## config.mk

```make
export PLATFORM = sky130hd
export DESIGN_NAME = dual_issue_ctl
export DESIGN_NICKNAME = d
export VERILOG_FILES = /design/src/rtl/dual_issue_pkg.sv /design/src/rtl/sb_entry.sv /design/src/rtl/sb_array.sv /design/src/rtl/hazard_chk.sv /design/src/rtl/dual_issue_ctl.sv
export SDC_FILE = /design/constraint.sdc
export NUM_CORES = 2
export LEC_CHECK = 0
export ABC_CLOCK_PERIOD_IN_PS = 5500
export BUFFER_PORTS_ARGS = -buffer_cell sky130_fd_sc_hd__buf_2
export CAP_MARGIN = 30
export CORE_MARGIN = 1.5
export CORE_UTILIZATION = 65
export CTS_BUF_LIST = sky130_fd_sc_hd__clkbuf_4
export DETAILED_ROUTE_END_ITERATION = 6
export PLACE_DENSITY = 0.84
export SLEW_MARGIN = 5
export SYNTH_ARGS = -nofsm -noshare
export SYNTH_HDL_FRONTEND = slang
export SYNTH_SLANG_ARGS = --single-unit
```

## constraint.sdc

```tcl
create_clock -name clk -period 5.5 [get_ports clk]
set_input_delay 0 -clock clk [delete_from_list [all_inputs] [get_ports clk]]
set_output_delay 0 -clock clk [all_outputs]
set_load 0.01 [all_outputs]
```

## src/rtl/dual_issue_pkg.sv

```systemverilog
package dual_issue_pkg;

  typedef enum logic [1:0] {
    CLS_INT = 2'd0,
    CLS_MEM = 2'd1,
    CLS_FPU = 2'd2,
    CLS_BRA = 2'd3
  } iclass_e;

  // A pair is legal only as floating-point next to integer or memory.
  function automatic logic pairable(input iclass_e a, input iclass_e b);
    return ((a == CLS_FPU) && ((b == CLS_INT) || (b == CLS_MEM))) ||
           ((b == CLS_FPU) && ((a == CLS_INT) || (a == CLS_MEM)));
  endfunction

endpackage

```

## src/rtl/sb_entry.sv

```systemverilog
module sb_entry #(
  parameter int CW   = 3,
  parameter int MAXL = 4
) (
  input  logic          clk,
  input  logic          rst_n,
  input  logic          set_i,
  input  logic [CW-1:0] lat_i,
  input  logic          flush_i,
  output logic [CW-1:0] cnt_o,
  output logic          busy_o
);

  logic [CW-1:0] cnt_q;
  logic [CW-1:0] shadow_q;  // count the older producer would have had
  logic          young_q;   // written in the previous cycle
  logic          restore;

  function automatic logic [CW-1:0] dec1(input logic [CW-1:0] v);
    return (v == '0) ? v : v - CW'(1);
  endfunction

  assign restore = flush_i && young_q;

  always_ff @(posedge clk) begin
    if (!rst_n) begin
      cnt_q    <= '0;
      shadow_q <= '0;
      young_q  <= 1'b0;
    end else if (set_i) begin
      cnt_q    <= lat_i;
      shadow_q <= dec1(cnt_q);
      young_q  <= 1'b1;
    end else if (restore) begin
      cnt_q    <= dec1(shadow_q);
      young_q  <= 1'b0;
    end else begin
      cnt_q    <= dec1(cnt_q);
      young_q  <= 1'b0;
    end
  end

  assign cnt_o  = cnt_q;
  assign busy_o = (cnt_q != '0);

  p_count_bound_r4: assert property (@(posedge clk) disable iff (!rst_n)
    cnt_q <= CW'(MAXL));

  p_restore_shrinks_r8: assert property (@(posedge clk) disable iff (!rst_n)
    restore |=> (cnt_q < $past(cnt_q)));

endmodule

```

## src/rtl/sb_array.sv

```systemverilog
module sb_array #(
  parameter int NREG = 64,
  parameter int RW   = 6,
  parameter int CW   = 3,
  parameter int MAXL = 4
) (
  input  logic             clk,
  input  logic             rst_n,
  input  logic             wa_en,
  input  logic [RW-1:0]    wa_idx,
  input  logic [CW-1:0]    wa_lat,
  input  logic             wb_en,
  input  logic [RW-1:0]    wb_idx,
  input  logic [CW-1:0]    wb_lat,
  input  logic             flush_i,
  output logic [NREG*CW-1:0] cnt_o,
  output logic [NREG-1:0]  busy_o
);

  for (genvar r = 0; r < NREG; r++) begin : g_ent
    logic          hit_a;
    logic          hit_b;
    logic [CW-1:0] lat;
    assign hit_a = wa_en && (wa_idx == RW'(r));
    assign hit_b = wb_en && (wb_idx == RW'(r));
    assign lat   = hit_a ? wa_lat : wb_lat;
    sb_entry #(.CW(CW), .MAXL(MAXL)) u_ent (
      .clk     (clk),
      .rst_n   (rst_n),
      .set_i   (hit_a || hit_b),
      .lat_i   (lat),
      .flush_i (flush_i),
      .cnt_o   (cnt_o[r*CW +: CW]),
      .busy_o  (busy_o[r])
    );
  end

  p_single_writer_r2: assert property (@(posedge clk) disable iff (!rst_n)
    (wa_en && wb_en) |-> (wa_idx != wb_idx));

  p_no_write_on_flush_r7: assert property (@(posedge clk) disable iff (!rst_n)
    flush_i |-> !(wa_en || wb_en));

endmodule

```

## src/rtl/hazard_chk.sv

```systemverilog
module hazard_chk #(
  parameter int NREG = 64,
  parameter int RW   = 6,
  parameter int CW   = 3,
  parameter int NSRC = 3
) (
  input  logic [NREG*CW-1:0] cnt_i,
  input  logic [NREG-1:0]    busy_i,
  input  logic [NSRC*RW-1:0] src_i,
  input  logic [NSRC-1:0]    suse_i,
  input  logic [RW-1:0]      dst_i,
  input  logic               dwe_i,
  input  logic [CW-1:0]      lat_i,
  output logic               raw_o,
  output logic               waw_o
);

  logic [NSRC-1:0] src_hit;
  logic [CW-1:0]   dst_cnt;

  for (genvar k = 0; k < NSRC; k++) begin : g_src
    assign src_hit[k] = suse_i[k] && busy_i[src_i[k*RW +: RW]];
  end

  assign raw_o   = |src_hit;
  assign dst_cnt = cnt_i[int'(dst_i)*CW +: CW];
  // A younger write must not finish before an in-flight one.
  assign waw_o   = dwe_i && (dst_cnt > lat_i);

endmodule

```

## src/rtl/dual_issue_ctl.sv

```systemverilog
module dual_issue_ctl
  import dual_issue_pkg::*;
#(
  parameter int NREG     = 64,
  parameter int NSRC     = 3,
  parameter int LAT_INT  = 1,
  parameter int LAT_MEM  = 2,
  parameter int LAT_FP_N = 3,
  parameter int LAT_FP_X = 4,
  parameter int BUBBLES  = 3
) (
  input  logic                         clk,
  input  logic                         rst_n,
  input  logic                         rmode_i,
  input  logic                         flush_i,
  input  logic                         o_vld,
  input  logic [1:0]                   o_cls,
  input  logic [NSRC*$clog2(NREG)-1:0] o_src,
  input  logic [NSRC-1:0]              o_suse,
  input  logic [$clog2(NREG)-1:0]      o_dst,
  input  logic                         o_dwe,
  input  logic                         y_vld,
  input  logic [1:0]                   y_cls,
  input  logic [NSRC*$clog2(NREG)-1:0] y_src,
  input  logic [NSRC-1:0]              y_suse,
  input  logic [$clog2(NREG)-1:0]      y_dst,
  input  logic                         y_dwe,
  output logic                         iss_o,
  output logic                         iss_y,
  output logic                         stall_o
);

  localparam int RW    = $clog2(NREG);
  localparam int MFP   = (LAT_FP_X > LAT_FP_N) ? LAT_FP_X : LAT_FP_N;
  localparam int MSIM  = (LAT_MEM > LAT_INT) ? LAT_MEM : LAT_INT;
  localparam int MAXL  = (MFP > MSIM) ? MFP : MSIM;
  localparam int CW    = $clog2(MAXL + 1);
  localparam int BW    = $clog2(BUBBLES + 1);

  function automatic logic [CW-1:0] lat_of(input logic [1:0] c, input logic rm);
    case (iclass_e'(c))
      CLS_MEM: return CW'(LAT_MEM);
      CLS_FPU: return rm ? CW'(LAT_FP_X) : CW'(LAT_FP_N);
      default: return CW'(LAT_INT);
    endcase
  endfunction

  // Named internal events
  logic [BW-1:0]      bub_q;
  logic               blocked;
  logic [CW-1:0]      lat_o, lat_y;
  logic               raw_o_s, waw_o_s, raw_y_s, waw_y_s;
  logic [NSRC-1:0]    pair_raw;
  logic               pair_waw;
  logic               pair_dep;
  logic               class_ok;
  logic               go_o, go_y;
  logic [NREG*CW-1:0] sb_cnt;
  logic [NREG-1:0]    sb_busy;

  // Branch bubbles
  always_ff @(posedge clk) begin
    if (!rst_n)            bub_q <= '0;
    else if (flush_i)      bub_q <= BW'(BUBBLES - 1);
    else if (bub_q != '0)  bub_q <= bub_q - BW'(1);
  end
  assign blocked = flush_i || (bub_q != '0);

  assign lat_o = lat_of(o_cls, rmode_i);
  assign lat_y = lat_of(y_cls, rmode_i);

  hazard_chk #(.NREG(NREG), .RW(RW), .CW(CW), .NSRC(NSRC)) u_hz_old (
    .cnt_i(sb_cnt), .busy_i(sb_busy), .src_i(o_src), .suse_i(o_suse),
    .dst_i(o_dst), .dwe_i(o_dwe), .lat_i(lat_o), .raw_o(raw_o_s), .waw_o(waw_o_s)
  );

  hazard_chk #(.NREG(NREG), .RW(RW), .CW(CW), .NSRC(NSRC)) u_hz_yng (
    .cnt_i(sb_cnt), .busy_i(sb_busy), .src_i(y_src), .suse_i(y_suse),
    .dst_i(y_dst), .dwe_i(y_dwe), .lat_i(lat_y), .raw_o(raw_y_s), .waw_o(waw_y_s)
  );

  // Dependencies inside the pair
  for (genvar k = 0; k < NSRC; k++) begin : g_pair
    assign pair_raw[k] = y_suse[k] && o_dwe && (y_src[k*RW +: RW] == o_dst);
  end
  assign pair_waw = o_dwe && y_dwe && (o_dst == y_dst);
  assign pair_dep = (|pair_raw) || pair_waw;
  assign class_ok = pairable(iclass_e'(o_cls), iclass_e'(y_cls));

  assign go_o = o_vld && !blocked && !raw_o_s && !waw_o_s;
  assign go_y = go_o && y_vld && class_ok && !pair_dep && !raw_y_s && !waw_y_s;

  assign iss_o   = go_o;
  assign iss_y   = go_y;
  assign stall_o = o_vld && !go_o;

  sb_array #(.NREG(NREG), .RW(RW), .CW(CW), .MAXL(MAXL)) u_sb (
    .clk     (clk),
    .rst_n   (rst_n),
    .wa_en   (go_o && o_dwe),
    .wa_idx  (o_dst),
    .wa_lat  (lat_o),
    .wb_en   (go_y && y_dwe),
    .wb_idx  (y_dst),
    .wb_lat  (lat_y),
    .flush_i (flush_i),
    .cnt_o   (sb_cnt),
    .busy_o  (sb_busy)
  );

  // Assertions
  p_young_needs_old_r3: assert property (@(posedge clk) disable iff (!rst_n)
    iss_y |-> iss_o);

  p_pair_class_r1: assert property (@(posedge clk) disable iff (!rst_n)
    iss_y |-> ((o_cls == 2'd2 && y_cls inside {2'd0, 2'd1}) ||
               (y_cls == 2'd2 && o_cls inside {2'd0, 2'd1})));

  p_pair_waw_r2: assert property (@(posedge clk) disable iff (!rst_n)
    (iss_y && o_dwe && y_dwe) |-> (o_dst != y_dst));

  for (genvar k = 0; k < NSRC; k++) begin : g_chk
    p_pair_raw_r2: assert property (@(posedge clk) disable iff (!rst_n)
      (iss_y && o_dwe && y_suse[k]) |-> (y_src[k*RW +: RW] != o_dst));
    p_no_raw_r4: assert property (@(posedge clk) disable iff (!rst_n)
      (iss_o && o_suse[k]) |-> !sb_busy[o_src[k*RW +: RW]]);
  end

  p_sb_set_r4: assert property (@(posedge clk) disable iff (!rst_n)
    (iss_o && o_dwe) |=> sb_busy[$past(o_dst)]);

  p_waw_r6: assert property (@(posedge clk) disable iff (!rst_n)
    (iss_o && o_dwe) |-> (sb_cnt[int'(o_dst)*CW +: CW] <= lat_o));

  p_flush_quiet_r7: assert property (@(posedge clk) disable iff (!rst_n)
    flush_i |-> !iss_o);

  p_bubble_quiet_r7: assert property (@(posedge clk) disable iff (!rst_n)
    ($past(flush_i) && $past(rst_n)) |-> !iss_o);

  p_stall_r10: assert property (@(posedge clk) disable iff (!rst_n)
    stall_o |-> (o_vld && !iss_o));

endmodule

```

# ---- Yosys cells after proc, flatten, opt, wreduce, memory -nomap -nowiden
# Cells that the tools add are included.
dict set report totals {
  output_inout_bits 3
  register_bits 450
}
dict set report classes {
  shift 2
  magnitude_cmp 8
  eq_ne 134
  n_reduce_logical 499
  bitwise_logic 1
  addsub 129
  muxes 401
  n_mul 2
}
# cell n
set op_table {}
lappend op_table {{$mux W3} 321}
lappend op_table {{$eq A6 B6 Y1 const B} 64}
lappend op_table {{$logic_not A3 Y1} 128}
lappend op_table {{$shiftx A192 B32 Y3} 2}
lappend op_table {{$sub A3 B1 Y3 const B} 128}
lappend op_table {{$logic_and A1 B1 Y1} 221}
lappend op_table {{$eq A6 B5 Y1 const B} 32}
lappend op_table {{$reduce_bool A3 Y1} 64}
lappend op_table {{$eq A6 B4 Y1 const B} 16}
lappend op_table {{$mux W1} 70}
lappend op_table {{$logic_or A1 B1 Y1} 69}
lappend op_table {{$eq A6 B3 Y1 const B} 8}
lappend op_table {{$lt A6 B7 Y1 const B} 6}
lappend op_table {{$bmux W1 S6} 6}
lappend op_table {{$eq A6 B2 Y1 const B} 4}
lappend op_table {{$eq A6 B6 Y1} 4}
lappend op_table {{$mul A6 B2 Y8 const B} 2}
lappend op_table {{$eq A6 B1 Y1 const B} 2}
lappend op_table {{$logic_not A6 Y1} 2}
lappend op_table {{$pmux W3 S2} 2}
lappend op_table {{$reduce_or A3 Y1} 3}
lappend op_table {{$logic_not A1 Y1} 7}
lappend op_table {{$gt A3 B3 Y1} 2}
lappend op_table {{$eq A2 B1 Y1 const B} 2}
lappend op_table {{7 further kinds} 11}

# ---- Longest topological paths before layout
dict set report depth {
  depth_word 17
  mapped_depth 19
  mapped_depth_nobuf 15
}

# ---- Modules after synthesis
# A second synthesis with hierarchy kept.
dict set report hier_totals {
  cells_unflattened 4065
  area_unflattened_um2 37987.7
}
# mod cells_per_inst seq_area_each_um2 area_per_inst_um2 instances
set by_module_without_submodules {}
lappend by_module_without_submodules {sb_entry 48 140.1 429.2 64}
lappend by_module_without_submodules {hazard_chk 244 0.0 3255.6 2}
lappend by_module_without_submodules {sb_array 429 0.0 3433.3 1}
lappend by_module_without_submodules {dual_issue_ctl 76 40.0 576.8 1}

# ---- Worst setup path after synthesis
# No wires, ideal clock.
dict set report synth_path {
  kind {input to register}
  from {in y_dst[0]}
  to {reg u_sb.g_ent[47].u_ent.cnt_q[1]}
  cell_stages 17
  setup_time_ps 78
  required_ps 5422
  slack_ps 461
  arrival_time_ps 4960
  cell_sequence {clkbuf_1 > buf_1 > mux4_2 > mux4_2 > mux4_2 > ha_1 > nor2b_1 > o21a_1 > o211ai_1 > o41ai_1 > nor4_1 > and4_1 > buf_6 > buf_12 > nand4_2 > mux2_1 > o22ai_1}
}
dict set report synth_between {
  elab_chain_len 11
}
# item line_no
set synth_rtl {}
lappend synth_rtl {{start, declared} dual_issue_ctl.sv:26} ;# input logic [$clog2(NREG)-1:0] y_dst,
lappend synth_rtl {{parallel branches: the longest is 8 deep, another holds $mul A6 B2 Y8} -}
lappend synth_rtl {{$logic_and A1 B1 Y1 (*)} sb_array.sv:25} ;# assign hit_b = wb_en && (wb_idx == RW'(r));
lappend synth_rtl {{$logic_or A1 B1 Y1 (*)} sb_array.sv:30} ;# .set_i (hit_a || hit_b),
lappend synth_rtl {{$mux W3 (*)} sb_entry.sv:30} ;# end else if (set_i) begin
lappend synth_rtl {{end signal, assigned} sb_entry.sv:31} ;# cnt_q <= lat_i;
lappend synth_rtl {{end signal, assigned} sb_entry.sv:35} ;# cnt_q <= dec1(shadow_q);
lappend synth_rtl {{end signal, assigned} sb_entry.sv:38} ;# cnt_q <= dec1(cnt_q);
lappend synth_rtl {{end, declared} sb_entry.sv:14} ;# logic [CW-1:0] cnt_q;
# Every way passes the cells marked *.
# A chain may end at the register's enable or synchronous reset.

# ---- Worst setup path in the final report
dict set report layout_path {
  from {reg u_sb.g_ent[58].u_ent.cnt_q[1]}
  to {out iss_o}
}
dict set report layout_between {
  elab_chain_len 8
}
# item line_no
set layout_rtl {}
lappend layout_rtl {{start, declared} sb_entry.sv:14}
lappend layout_rtl {{start signal, assigned} sb_entry.sv:31}
lappend layout_rtl {{start signal, assigned} sb_entry.sv:35}
lappend layout_rtl {{start signal, assigned} sb_entry.sv:38}
lappend layout_rtl {{parallel branches: the longest is 7 deep, another holds $gt A3 B3 Y1} -}
lappend layout_rtl {{$logic_and A1 B1 Y1 (*)} dual_issue_ctl.sv:90} ;# assign go_o = o_vld && !blocked && !raw_o_s && !waw_o_s;
lappend layout_rtl {{end, declared} dual_issue_ctl.sv:28} ;# output logic iss_o,
# Every way passes the cells marked *. The select of a mux whose other input is x is not followed.

==> flow_metrics.py <==
metrics = {
    "status": {
        "status": "complete, but fails checks",
        "failed_checks": "DRC",
    },
    "global_routing": {
        "grt_pass1_wl_um": 200000,
        "grt_overflow": 0,
        "grt.total_usage_pct": 41.7,
        "grt_pass1_vias": 35000,
        "antenna_found_initial": 23,
        "grt_max_degree": 79,
    },
    "clock_tree": {
        "clk_path_buf_depth": 3,
        "clkSinkCount": 450,
        "post-cts-setup-buffers": 0,
        "clkTransAtPathRegs_ns": 0.07,
        "clk_latency_ns": 1.09,
        "htreeDepth": 4,
        "cts_tree": "done",
        "cts-root-buf": "clkbuf_4",
        "cts_buffers": 134,
    },
    "min_path": {
        "whs_path_depth": 7,
        "holdPathEnd": "u_sb.g_ent[2].u_ent.young_q$_SDFF_PN0_",
        "min_from": "o_suse[0]",
        "hp-class": "in2reg",
    },
    "floorplanning": {
        "num_rows": 89,
        "num_io_pins": 69,
        "die_w_um": 249,
        "die_h_um": 249,
        "core_um2": 59400,
        "initial_core_util_pct": 66.2,
        "die_area_um2": 61900,
    },
    "cells_and_area": {
        "layout-drive-gt1-share_pct": 17.5,
        "fillers": 4251,
        "multiInputGateArea_um2": 27000,
        "area_growth_pct": 8.45,
        "final_util_pct": 71.8,
        "final_cell_mix": "523 x inv_1, 450 x dfxtp_1, 432 x a21oi_1",
        "nNetsFinal": 5034,
        "final-seq-area_um2": 9010,
        "layout_commonest_cell": "inv_1",
    },
    "synth": {
        "syn_nets": 4992,
        "avgSynthCellArea_um2": 8.67,
        "yosysUniqueCellTypes": 79,
        "syn_inst": 4530,
        "async_flop_share_pct": 0,
        "synth_warnings": 0,
        "ys_ff_latch": 450,
        "ys_seq_area_share_pct": 22.9,
        "synth-main-ff-cell": "dfxtp_1",
        "synth_area_um2": 39300,
        "synth_edf_count": 0,
    },
    "power_and_ir_drop": {
        "p_total_w": 0.0148,
        "p_leak_nw": 18.5,
        "peakVddDrop_uv": 325,
        "power.density_nw_per_um2": 347,
    },
    "placement": {
        "port_buffers": 68,
        "hpwl_um": 91500,
        "place.gp.congestion": 1.05,
    },
    "detailed_routing": {
        "drt_iter0_drc": 5344,
        "routedWlPerCell_um": 24.2,
        "avgViaCountPerCell": 6.74,
        "detail-route-antenna-nets": 0,
        "drc": 77,
        "wirelength_um": 132000,
        "dr_total_vias": 36800,
        "first_pass_iters": 7,
    },
    "timing": {
        "skew_ns": 0.0726,
        "finalHoldViolCount": 0,
        "drv_slew": 0,
        "min_period_over_period_pct": 98.8,
        "tightest_slew_ns": 1.22,
        "fmax_ghz": 0.184,
        "max_slew_margin_pct": 18.8,
        "finalSetupViolations": 0,
        "fin_crit_ns": 5.43,
    },
    "setup_path": {
        "worstSetupStartpoint": "u_sb.g_ent[58].u_ent.cnt_o[1]$_SDFF_PN0_",
        "ff2ff_path_depth": 15,
        "setup.worst_path.start_class": "flop",
        "ff2ff_setup_slack_ns": 0.09,
        "cp_common_cell": "mux4_2",
        "crit_type": "reg2out",
        "cp_top_family": "multiplexers",
        "endpoint_kind": "output port",
        "required_ns": 5.50,
        "r2r_end": "u_sb.g_ent[17].u_ent.cnt_o[0]$_SDFF_PN0_",
        "critPathArrivalTime_ns": 5.43,
        "worstReg2RegStart": "u_sb.g_ent[58].u_ent.cnt_o[1]$_SDFF_PN0_",
        "cp.buffers_inverters": 4,
        "worstPathMaxFanout": 19,
        "crit_chain": "mux4_2, mux4_2, mux4_2, ha_1, nor2b_1, o21a_1, o21ai_0, nand4_1, o22a_1, or3_4, inv_2, buf_6, buf_6, buf_2",
        "critPathSlowestCell": "mux4_2",
        "critPathMaxStageDelay_ns": 0.56,
    },
    "flow_run": {
        "drv_cap": 0,
    },
}
sequential cells by signal, summed over array words and instances (netlist names):
| name | count |
|---|---|
| u_sb.g_ent.u_ent.cnt_o | 192 |
| bub_q | 2 |
| u_sb.g_ent.u_ent.young_q | 64 |
| u_sb.g_ent.u_ent.shadow_q | 192 |
worst max-delay path by stage:
stage                                                    endpoint  cells after the start
floorplan                u_sb.g_ent[47].u_ent.cnt_o[1]$_SDFF_PN0_                     17
global placement    u_sb.g_ent[17].u_ent.shadow_q[0]$_SDFFE_PN0P_                     17
detailed placement  u_sb.g_ent[22].u_ent.shadow_q[0]$_SDFFE_PN0P_                     17
CTS                                                         iss_y                     13
global route                                                iss_o                     14
finish                                                      iss_o                     14
synthesized netlist by cell type (26+ instances only):
cell type	n	area share (%)
dfxtp_1	450	23
a21oi_1	432	5.5
inv_1	524	5.0
mux2_2	110	3.2
xor2_1	73	1.6
o21a_1	99	1.9
and3_1	74	1.2
ha_1	396	13
mux2i_1	237	6.0
nor2_1	224	2.1
buf_2	42	0.54
nand4_2	26	0.83
nand2_1	421	4.0
clkbuf_1	172	1.6
o21ai_0	161	2.1
nand4_4	37	2.0
nor4_1	34	0.54
nand3_1	227	2.9
buf_1	45	0.43
mux4_2	216	12
mux2_1	39	1.1
xnor2_1	79	1.8
a211oi_1	43	0.82
nor3_1	83	1.1
a21boi_0	56	1.1
kinds of logic after synthesis:
| kind of cell | share of synthesized area [%] |
|---|---|
| AND/OR/NAND/NOR | 16.4 |
| multiplexers | 22.7 |
| buffers and inverters | 8.74 |
| XOR/XNOR | 3.39 |
| adder cells (fa/ha/maj) | 12.6 |
| AO/OA/AOI/OAI | 13.2 |
| flip-flops | 22.9 |
worst register-to-register path, cell delays in order (launching register included):
cell and delay [ns]:
dfxtp_1 0.33, mux4_2 0.53, mux4_2 0.56, mux4_2 0.49
ha_1 0.32, nor2b_1 0.14, o21a_1 0.15, o21ai_0 0.23
nand4_1 0.14, o22a_1 0.29, nor2_4 0.12, dlygate4sd3_1 0.72
buf_4 0.39, nand4_4 0.35, mux2_2 0.40, mux2i_1 0.12
what timing repair did:
| action | CTS | global route |
|---|---|---|
| cloned | 0 | 0 |
| endpoints found under the setup margin | 2 | 17 |
| hold buffers | 40 | 0 |
| gates resized for setup | 3 | 6 |
| pin swaps | 0 | 2 |
| hold endpoints to repair | 373 | 0 |
layout make-up:
class | instances | area share [%]
tap | 773 | 2.27
inverter | 526 | 4.65
clock inverter | 40 | 0.896
clock buffer | 194 | 3.42
multi-input combinational | 3249 | 63.3
timing repair buffer | 211 | 4.19
sequential | 450 | 21.1
antenna | 20 | 0.117
report_power, final:
group	total (W)	switching [W]	internal (W)	leakage, nW
combinational	0.00710	0.00400	0.00310	13.8
sequential	0.00406	0.000451	0.00361	3.65
clock	0.00364	0.00165	0.00199	1.06
total	0.0148	0.00610	0.00870	18.5
metrics by stage:
stage / worst slack [ns] / TNS (ns) / cell area [um2] / hold WS (ns) / cells
floorplan: 0.461 / 0 / 39300 / 0.144 / 4530
global placement: 0.0876 / 0 / 40000 / 0.431 / 5150
detailed placement: 0.0195 / 0 / 40200 / 0.440 / 5163
CTS: 0.00663 / 0 / 42500 / 0.0206 / 5437
global route: -0.00919 / -0.00919 / 42600 / 0.0525 / 5452
finish: 0.0671 / 0 / 42600 / 0.0944 / 5463
layer usage:
| metal | GRT usage, % | vias to the layer above | wire (um) |
|---|---|---|---|
| met5 | 0.927 | - | 164 |
| met4 | 31.7 | 16 | 11000 |
| met3 | 16.6 | 765 | 19800 |
| met2 | 61.2 | 2724 | 55500 |
| met1 | 48.8 | 17300 | 45600 |
| li1 | - | 16000 | - |
Note: power is estimated with default switching activity, not from simulation.
